===== config.mk =====
export PLATFORM = sky130hd
export DESIGN_NAME = i2cst_slave_tx
export DESIGN_NICKNAME = d
export VERILOG_FILES = /design/src/rtl/i2cst_pkg.sv /design/src/rtl/i2cst_sync.sv /design/src/rtl/i2cst_cond.sv /design/src/rtl/i2cst_hold.sv /design/src/rtl/i2cst_fsm.sv /design/src/rtl/i2cst_slave_tx.sv
export SDC_FILE = /design/constraint.sdc
export NUM_CORES = 1
export LEC_CHECK = 0
export ABC_CLOCK_PERIOD_IN_PS = 2300
export BUFFER_PORTS_ARGS = -buffer_cell sky130_fd_sc_hd__buf_2
export CORE_AREA = 2 2 60 76
export CTS_CLUSTER_DIAMETER = 60
export DETAILED_ROUTE_END_ITERATION = 10
export DIE_AREA = 0 0 62 78
export GPL_TIMING_DRIVEN = 0
export PLACE_DENSITY = 0.77
export SLEW_MARGIN = 20
export SYNTH_ARGS = -nofsm -noshare
export SYNTH_HDL_FRONTEND = slang
export SYNTH_SLANG_ARGS = --single-unit

===== constraint.sdc =====
create_clock -name clk -period 2.3 [get_ports clk]
set_input_delay 0.115 -clock clk [delete_from_list [all_inputs] [get_ports clk]]
set_output_delay 0.115 -clock clk [all_outputs]
set_load 0.1 [all_outputs]

===== src/rtl/i2cst_pkg.sv =====
package i2cst_pkg;

    typedef enum logic [2:0] {
        ST_IDLE    = 3'd0,
        ST_ADDR    = 3'd1,
        ST_AACK    = 3'd2,
        ST_TX      = 3'd3,
        ST_DACK    = 3'd4,
        ST_STRETCH = 3'd5
    } state_e;

endpackage


===== src/rtl/i2cst_sync.sv =====
module i2cst_sync #(
    parameter int STAGES = 2,
    parameter int W      = 2
) (
    input  logic         clk,
    input  logic         rst_n,
    input  logic [W-1:0] din,
    output logic [W-1:0] dout
);

    logic [W-1:0] pipe_d [STAGES];
    logic [W-1:0] pipe_q [STAGES];

    always_comb begin
        pipe_d[0] = din;
        for (int i = 1; i < STAGES; i++) begin
            pipe_d[i] = pipe_q[i-1];
        end
    end

    // idle bus lines are high, so the chain resets high
    always_ff @(posedge clk or negedge rst_n) begin
        if (!rst_n) begin
            for (int i = 0; i < STAGES; i++) begin
                pipe_q[i] <= '1;
            end
        end else begin
            for (int i = 0; i < STAGES; i++) begin
                pipe_q[i] <= pipe_d[i];
            end
        end
    end

    assign dout = pipe_q[STAGES-1];

endmodule


===== src/rtl/i2cst_cond.sv =====
module i2cst_cond (
    input  logic clk,
    input  logic rst_n,
    input  logic scl_s_i,
    input  logic sda_s_i,
    output logic scl_rise_o,
    output logic scl_fall_o,
    output logic start_o,
    output logic stop_o
);

    typedef struct packed {
        logic scl;
        logic sda;
    } prev_t;

    prev_t prev_d, prev_q;

    always_comb begin
        prev_d.scl = scl_s_i;
        prev_d.sda = sda_s_i;
    end

    always_ff @(posedge clk or negedge rst_n) begin
        if (!rst_n) begin
            prev_q <= '1;
        end else begin
            prev_q <= prev_d;
        end
    end

    assign scl_rise_o = scl_s_i & ~prev_q.scl;
    assign scl_fall_o = ~scl_s_i & prev_q.scl;
    // data edges only count while the clock stayed high across both samples
    assign start_o    = scl_s_i & prev_q.scl & prev_q.sda & ~sda_s_i;
    assign stop_o     = scl_s_i & prev_q.scl & ~prev_q.sda & sda_s_i;

    p_no_cond_on_edge_r11: assert property (@(posedge clk) disable iff (!rst_n)
        (start_o || stop_o) |-> $past(scl_s_i))
        else $error("bus condition flagged without SCL high before");

endmodule


===== src/rtl/i2cst_hold.sv =====
module i2cst_hold #(
    parameter int BYTE_W = 8
) (
    input  logic              clk,
    input  logic              rst_n,
    input  logic              wr_en_i,
    input  logic [BYTE_W-1:0] wr_byte_i,
    input  logic              take_i,
    output logic [BYTE_W-1:0] hold_data_o,
    output logic              hold_vld_o
);

    typedef struct packed {
        logic [BYTE_W-1:0] data;
        logic              vld;
    } hold_t;

    hold_t hold_d, hold_q;

    always_comb begin
        hold_d = hold_q;
        if (take_i) begin
            hold_d.vld = 1'b0;
        end
        // a write in the same cycle as a take is a fresh byte and wins
        if (wr_en_i) begin
            hold_d.data = wr_byte_i;
            hold_d.vld  = 1'b1;
        end
    end

    always_ff @(posedge clk or negedge rst_n) begin
        if (!rst_n) begin
            hold_q <= '0;
        end else begin
            hold_q <= hold_d;
        end
    end

    assign hold_data_o = hold_q.data;
    assign hold_vld_o  = hold_q.vld;

    p_hold_keeps_byte_r7: assert property (@(posedge clk) disable iff (!rst_n)
        !$past(wr_en_i) |-> $stable(hold_data_o))
        else $error("held byte changed without a write");

    p_take_empties_r7: assert property (@(posedge clk) disable iff (!rst_n)
        ($past(take_i) && !$past(wr_en_i)) |-> !hold_vld_o)
        else $error("held byte still marked valid after transfer");

endmodule


===== src/rtl/i2cst_fsm.sv =====
module i2cst_fsm
    import i2cst_pkg::*;
#(
    parameter int                BYTE_W   = 8,
    parameter int                ADDR_W   = 7,
    parameter logic [ADDR_W-1:0] OWN_ADDR = 7'h5A
) (
    input  logic              clk,
    input  logic              rst_n,
    input  logic              scl_s_i,
    input  logic              sda_s_i,
    input  logic              scl_rise_i,
    input  logic              scl_fall_i,
    input  logic              start_i,
    input  logic              stop_i,
    input  logic              hold_vld_i,
    input  logic [BYTE_W-1:0] hold_data_i,
    output logic              take_o,
    output logic              scl_pull_o,
    output logic              sda_pull_o,
    output logic              tx_ready_o,
    output logic              tx_done_o,
    output logic              slv_read_o,
    output logic              slv_access_o,
    output logic              clk_wait_o
);

    localparam int FRAME = ADDR_W + 1;
    localparam int MAXB  = (FRAME > BYTE_W) ? FRAME : BYTE_W;
    localparam int CNT_W = $clog2(MAXB + 1);

    typedef struct packed {
        state_e             st;
        logic [CNT_W-1:0]   cnt;
        logic [FRAME-1:0]   adr;
        logic [BYTE_W-1:0]  sh;
        logic               sda_pull;
        logic               scl_pull;
        logic               tx_ready;
        logic               tx_done;
        logic               slv_read;
        logic               slv_access;
        logic               clk_wait;
        logic               rd_act;
        logic               acked;
    } fsm_t;

    fsm_t nxt_d, cur_q;
    logic need_byte;

    always_comb begin
        nxt_d     = cur_q;
        need_byte = 1'b0;
        take_o    = 1'b0;
        if (stop_i) begin
            if (cur_q.rd_act) begin
                nxt_d.tx_done = 1'b1;
            end
            nxt_d.rd_act     = 1'b0;
            nxt_d.st         = ST_IDLE;
            nxt_d.sda_pull   = 1'b0;
            nxt_d.scl_pull   = 1'b0;
            nxt_d.slv_access = 1'b0;
            nxt_d.slv_read   = 1'b0;
        end else if (start_i) begin
            nxt_d.st         = ST_ADDR;
            nxt_d.cnt        = '0;
            nxt_d.sda_pull   = 1'b0;
            nxt_d.scl_pull   = 1'b0;
            nxt_d.slv_access = 1'b0;
            nxt_d.slv_read   = 1'b0;
        end else begin
            unique case (cur_q.st)
                ST_ADDR: begin
                    if (scl_rise_i && cur_q.cnt != CNT_W'(FRAME)) begin
                        nxt_d.adr = {cur_q.adr[FRAME-2:0], sda_s_i};
                        nxt_d.cnt = cur_q.cnt + CNT_W'(1);
                    end else if (scl_fall_i && cur_q.cnt == CNT_W'(FRAME)) begin
                        if (cur_q.adr[FRAME-1:1] == OWN_ADDR) begin
                            nxt_d.slv_access = 1'b1;
                            nxt_d.slv_read   = cur_q.adr[0];
                            nxt_d.tx_done    = 1'b0;
                            nxt_d.clk_wait   = 1'b0;
                            if (cur_q.adr[0]) begin
                                nxt_d.rd_act   = 1'b1;
                                nxt_d.sda_pull = 1'b1;
                                nxt_d.st       = ST_AACK;
                            end else begin
                                nxt_d.rd_act = 1'b0;
                                nxt_d.st     = ST_IDLE;
                            end
                        end else begin
                            if (cur_q.rd_act) begin
                                nxt_d.tx_done = 1'b1;
                            end
                            nxt_d.rd_act = 1'b0;
                            nxt_d.st     = ST_IDLE;
                        end
                    end
                end
                ST_AACK: begin
                    if (scl_fall_i) begin
                        nxt_d.sda_pull = 1'b0;
                        need_byte      = 1'b1;
                    end
                end
                ST_TX: begin
                    if (scl_fall_i) begin
                        if (cur_q.cnt == CNT_W'(BYTE_W - 1)) begin
                            nxt_d.sda_pull = 1'b0;
                            nxt_d.st       = ST_DACK;
                        end else begin
                            nxt_d.sh       = cur_q.sh << 1;
                            nxt_d.cnt      = cur_q.cnt + CNT_W'(1);
                            nxt_d.sda_pull = ~cur_q.sh[BYTE_W-2];
                        end
                    end
                end
                ST_DACK: begin
                    if (scl_rise_i) begin
                        nxt_d.acked    = ~sda_s_i;
                        nxt_d.tx_ready = 1'b1;
                    end else if (scl_fall_i) begin
                        if (cur_q.acked) begin
                            need_byte = 1'b1;
                        end else begin
                            nxt_d.st = ST_IDLE;
                        end
                    end
                end
                ST_STRETCH: begin
                    if (hold_vld_i) begin
                        need_byte      = 1'b1;
                        nxt_d.clk_wait = 1'b0;
                        nxt_d.tx_done  = 1'b0;
                    end
                end
                default: begin
                end
            endcase
        end

        // next byte is due: load it, or hold the clock until one arrives
        if (need_byte) begin
            if (hold_vld_i) begin
                take_o         = 1'b1;
                nxt_d.sh       = hold_data_i;
                nxt_d.cnt      = '0;
                nxt_d.sda_pull = ~hold_data_i[BYTE_W-1];
                nxt_d.scl_pull = 1'b0;
                nxt_d.tx_ready = 1'b0;
                nxt_d.st       = ST_TX;
            end else begin
                nxt_d.sda_pull = 1'b0;
                nxt_d.scl_pull = 1'b1;
                nxt_d.clk_wait = 1'b1;
                nxt_d.st       = ST_STRETCH;
            end
        end
    end

    always_ff @(posedge clk or negedge rst_n) begin
        if (!rst_n) begin
            cur_q          <= '0;
            cur_q.st       <= ST_IDLE;
            cur_q.tx_ready <= 1'b1;
        end else begin
            cur_q <= nxt_d;
        end
    end

    assign scl_pull_o   = cur_q.scl_pull;
    assign sda_pull_o   = cur_q.sda_pull;
    assign tx_ready_o   = cur_q.tx_ready;
    assign tx_done_o    = cur_q.tx_done;
    assign slv_read_o   = cur_q.slv_read;
    assign slv_access_o = cur_q.slv_access;
    assign clk_wait_o   = cur_q.clk_wait;

    logic in_aack, in_dack, acked_q;
    assign in_aack = (cur_q.st == ST_AACK);
    assign in_dack = (cur_q.st == ST_DACK);
    assign acked_q = cur_q.acked;

    p_ack_drives_low_r2: assert property (@(posedge clk) disable iff (!rst_n)
        in_aack |-> (sda_pull_o && slv_read_o))
        else $error("address acknowledge not driven for a read match");

    p_read_needs_access_r3: assert property (@(posedge clk) disable iff (!rst_n)
        slv_read_o |-> slv_access_o)
        else $error("read flag without access flag");

    p_sda_moves_low_phase_r4: assert property (@(posedge clk) disable iff (!rst_n)
        (sda_pull_o != $past(sda_pull_o)) |-> !$past(scl_s_i))
        else $error("SDA changed while SCL high");

    p_ready_falls_on_load_r5: assert property (@(posedge clk) disable iff (!rst_n)
        $fell(tx_ready_o) |-> $past(hold_vld_i))
        else $error("ready cleared without a held byte");

    p_stretch_flagged_r6: assert property (@(posedge clk) disable iff (!rst_n)
        scl_pull_o |-> clk_wait_o)
        else $error("clock held without clock-wait flag");

    p_nack_releases_r8: assert property (@(posedge clk) disable iff (!rst_n)
        ($past(in_dack) && $past(scl_fall_i) && !$past(acked_q) && !$past(start_i) && !$past(stop_i))
        |-> (!sda_pull_o && !scl_pull_o))
        else $error("lines not released after NACK");

    p_done_not_stretching_r9: assert property (@(posedge clk) disable iff (!rst_n)
        !(tx_done_o && scl_pull_o))
        else $error("transfer complete while stretching");

endmodule


===== src/rtl/i2cst_slave_tx.sv =====
module i2cst_slave_tx #(
    parameter int                BYTE_W      = 8,
    parameter int                ADDR_W      = 7,
    parameter logic [ADDR_W-1:0] OWN_ADDR    = 7'h5A,
    parameter int                SYNC_STAGES = 2
) (
    input  logic              clk,
    input  logic              rst_n,
    input  logic              scl_i,
    input  logic              sda_i,
    output logic              scl_pull_o,
    output logic              sda_pull_o,
    input  logic              wr_en_i,
    input  logic [BYTE_W-1:0] wr_byte_i,
    output logic              tx_ready_o,
    output logic              tx_done_o,
    output logic              slv_read_o,
    output logic              slv_access_o,
    output logic              clk_wait_o
);

    localparam int LINES = 2;

    logic [LINES-1:0] bus_s;
    logic             scl_s, sda_s;
    logic             scl_rise, scl_fall, start_det, stop_det;
    logic             take;
    logic             hold_vld;
    logic [BYTE_W-1:0] hold_data;

    i2cst_sync #(
        .STAGES (SYNC_STAGES),
        .W      (LINES)
    ) i_sync (
        .clk   (clk),
        .rst_n (rst_n),
        .din   ({scl_i, sda_i}),
        .dout  (bus_s)
    );

    assign scl_s = bus_s[1];
    assign sda_s = bus_s[0];

    i2cst_cond i_cond (
        .clk        (clk),
        .rst_n      (rst_n),
        .scl_s_i    (scl_s),
        .sda_s_i    (sda_s),
        .scl_rise_o (scl_rise),
        .scl_fall_o (scl_fall),
        .start_o    (start_det),
        .stop_o     (stop_det)
    );

    i2cst_hold #(
        .BYTE_W (BYTE_W)
    ) i_hold (
        .clk         (clk),
        .rst_n       (rst_n),
        .wr_en_i     (wr_en_i),
        .wr_byte_i   (wr_byte_i),
        .take_i      (take),
        .hold_data_o (hold_data),
        .hold_vld_o  (hold_vld)
    );

    i2cst_fsm #(
        .BYTE_W   (BYTE_W),
        .ADDR_W   (ADDR_W),
        .OWN_ADDR (OWN_ADDR)
    ) i_fsm (
        .clk          (clk),
        .rst_n        (rst_n),
        .scl_s_i      (scl_s),
        .sda_s_i      (sda_s),
        .scl_rise_i   (scl_rise),
        .scl_fall_i   (scl_fall),
        .start_i      (start_det),
        .stop_i       (stop_det),
        .hold_vld_i   (hold_vld),
        .hold_data_i  (hold_data),
        .take_o       (take),
        .scl_pull_o   (scl_pull_o),
        .sda_pull_o   (sda_pull_o),
        .tx_ready_o   (tx_ready_o),
        .tx_done_o    (tx_done_o),
        .slv_read_o   (slv_read_o),
        .slv_access_o (slv_access_o),
        .clk_wait_o   (clk_wait_o)
    );

endmodule


==> impl_metrics.csv <==
group,metric,value,unit
global_routing,met1_usage,26.9,%
worst_setup_path,start_kind,"flip-flop",
synth,synth_warnings,0,
cts,clockBufferDepth,2,
min_path,hold_start,"wr_byte_i[2]",
die,dieArea,4840,um2
placed_design,port_buffers,18,
sta,relSlewSlack,62.7,%
sta,fmax,0.526,GHz
worst_setup_path,cp-startpoint,"i_cond.prev_q[1]$_DFF_PN1_",
sta,final_max_slew_viol_count,0,
finish,n_antenna_cell,0,
global_routing,grt_overflow,0,
route,vias,1534,
synth,syn_area_per_cell,11.3,um2
cts,cts-resized-gates,0,
route,drc_errors,0,
global_routing,grt_pass1_vias,1533,
route,drt-initial-drc-count,45,
worst_setup_path,worstPathArrival,2.09,ns
worst_setup_path,worstRegToRegCells,6,
global_routing,grt_max_degree,47,
finish,final_cell_mix,"dfrtp_1, nand2_1, buf_2",
cts,cts-root-buf,"clkbuf_8",
power,leakagePower,0.00117,uW
sta,setup_tns,0,ns
sta,period_minus_slack,1.90,ns
placed_design,dp_slack,0.441,ns
global_routing,grt_pass1_wl,7100,um
die,die_x,62,um
worst_setup_path,criticalPathCategory,"flip-flop to flip-flop",
worst_setup_path,critPathRequiredTime,2.49,ns
die,coreArea,4070,um2
die,fp.dieH,78,um
synth,synth_area_leaders,"dfrtp_1, mux2_2, dfstp_2",
sta,skew,0.00597,ns
job,max-cap-violations,0,
finish,area_growth,12.9,%
worst_setup_path,critPathMaxFanout,10,
worst_setup_path,end_kind,"flip-flop",
sta,worstMarginPinSlew,0.559,ns
die,row_count,26,
cts,cts_tree,"built",
sta,setup_ws,0.398,ns
synth,synth_area,2170,um2
finish,n_fill_cell,352,
sta,rsz0062_at_grt,"no",
cts,numClockSinks,46,
sta,timing.final.crit_share,82.7,%
route,drt-total-wl,4000,um
synth,synth_top_area_cell,"dfrtp_1",
finish,drive_above_1_share,29.3,%
min_path,hp-class,"primary input to flip-flop",
worst_setup_path,r2r-start,"i_cond.prev_q[1]$_DFF_PN1_",
cts,path_clk_slew,0.09,ns
die,initial_utilization,53.4,%
cts,clkLatencyLatePin,0.30,ns
route,antenna_left,0,
cts,cts_setup_buffers,0,
synth,syn_nets,208,
cts,h-tree-depth,2,
synth,synth-seq-cells,46,
route,wl_per_cell,14.4,um
power,peakVddDrop,481,uV
route,vias_per_cell,5.52,
synth,synth_top_area_share,44.9,%
run_status,status,"complete, no violations",
min_path,min_path_cells,2,
global_routing,grt_use_total,19.8,%
cts,cts_made_buffers,5,
synth,ys_seq_area_share,53.4,%
sta,hold_viol,0,
global_routing,antenna_found_initial,0,
placed_design,gp_congestion,0.833,
global_routing,grt_use_met2,30.7,%
synth,syn-instance-count,193,
finish,finalNetCount,236,
synth,synth.distinct_cells,47,
power,powerDensity,700,nW/um2
global_routing,use_met3,4.50,%
route,dr.pass1.iters,4,
finish,final_common_cell,"dfrtp_1",
die,io_pins,20,
placed_design,dp_hpwl,2910,um
sta,setup_viol,0,
global_routing,top_usage_layer,"met2",
==> stage by stage <==
step	instances	power (uW)	area, um2	hold slack [ns]	utilization (%)
4_1_cts	277	1730	2440	0.00161	60.0
2_1_floorplan	193	1170	2170	-0.181	-
6_report	278	1720	2450	0.0408	60.3
3_5_place_dp	267	1250	2330	0.221	57.4
5_1_grt	278	1810	2450	0.0377	60.3
3_3_place_gp	267	1240	2330	0.220	57.4
==> metal layers <==
| layer | part of all wire, % | wire, um | vias up |
|---|---|---|---|
| met4 | 1.5 | 60 | 0 |
| met3 | 3.4 | 137 | 7 |
| met1 | 43 | 1720 | 746 |
| met5 | 0 | 0 | - |
| li1 | - | - | 747 |
| met2 | 52 | 2080 | 34 |
==> logic make-up after synthesis <==
logic type / count (synthesis) / synth area share [%]
and+or+nand+nor: 59 / 15.7
DFF: 46 / 53.4
AOI/OAI and AO/OA: 45 / 13.9
muxes: 23 / 11.6
buffers and inverters: 16 / 3.40
xor gates and xnor gates: 2 / 0.807
adders and majority gates: 2 / 1.15
==> Yosys cell counts, drive strengths merged <==
library cell / instances
a211o: 1
nand3: 5
and4: 1
and2b: 3
nand2: 23
nor2: 9
and3b: 2
or2: 1
clkbuf: 2
dfstp: 7
ha: 2
o21bai: 1
nand3b: 2
o311ai: 1
a221o: 1
xnor2: 2
a211oi: 3
a21oi: 9
nor3: 2
mux2: 17
nand4b: 2
o21a: 2
buf: 6
and4b: 1
nand4: 3
mux2i: 6
o2bb2ai: 1
o31ai: 1
o211ai: 3
dfrtp: 39
a21boi: 2
o21ai: 15
o2111ai: 1
a31oi: 2
a22o: 1
nor3b: 3
and3: 1
nor2b: 1
a221oi: 1
inv: 8
==> critical path: stages (launching register included) <==
cell and delay (ns):
dfstp_2 0.57, nor2b_2 0.19, buf_4 0.20, nand3_1 0.13, nor3_2 0.28, o21ai_0 0.17
a22o_1 0.25
==> state kept, by name (all words and copies together), names as in the netlist <==
name / count
i_hold.hold_data_o: 8
i_sync.dout: 2
i_fsm.sda_pull_o: 1
i_fsm.acked_q: 1
i_sync.pipe_d: 2
i_fsm.clk_wait_o: 1
i_fsm.slv_read_o: 1
i_fsm.cur_q: 23
i_fsm.tx_ready_o: 1
i_fsm.scl_pull_o: 1
i_cond.prev_q: 2
i_hold.hold_vld_o: 1
i_fsm.slv_access_o: 1
i_fsm.tx_done_o: 1
==> timing repair <==
action                                 4_1_cts  5_1_grt
setup endpoints to repair                    0        0
endpoints found under the hold margin        2       39
hold buffers                                 2        1
==> power by group <==
group | switching (uW) | internal, uW
registers | 72.1 | 898
clock network | 266 | 214
logic | 132 | 133
total | 470 | 1250
==> final cells by class <==
| class | count | area, um2 | area share [%] |
|---|---|---|---|
| sequential | 46 | 1160 | 47.3 |
| multi-input combinational | 131 | 938 | 38.3 |
| timing repair buffer | 21 | 123 | 5.00 |
| clock buffer | 6 | 72.6 | 2.96 |
| tap | 56 | 70.1 | 2.86 |
| buffer | 8 | 43.8 | 1.79 |
| inverter | 8 | 30.0 | 1.22 |
| clock inverter | 2 | 15.0 | 0.612 |
==> final timing paths <==
kind                                                      to  slack [ns]
setup reg to reg                  i_fsm.clk_wait_o$_DFF_PN0_        0.40
hold reg to reg                     i_sync.dout[1]$_DFF_PN1_        0.35
max in group asynchronous         i_fsm.tx_ready_o$_DFF_PN1_        1.56
min in group asynchronous        i_fsm.cur_q[21]$_DFFE_PN0P_        0.34
setup / recovery                  i_fsm.clk_wait_o$_DFF_PN0_        0.40
hold / removal             i_hold.hold_data_o[2]$_DFFE_PN0P_        0.04
(Power assumes the default switching activity.)
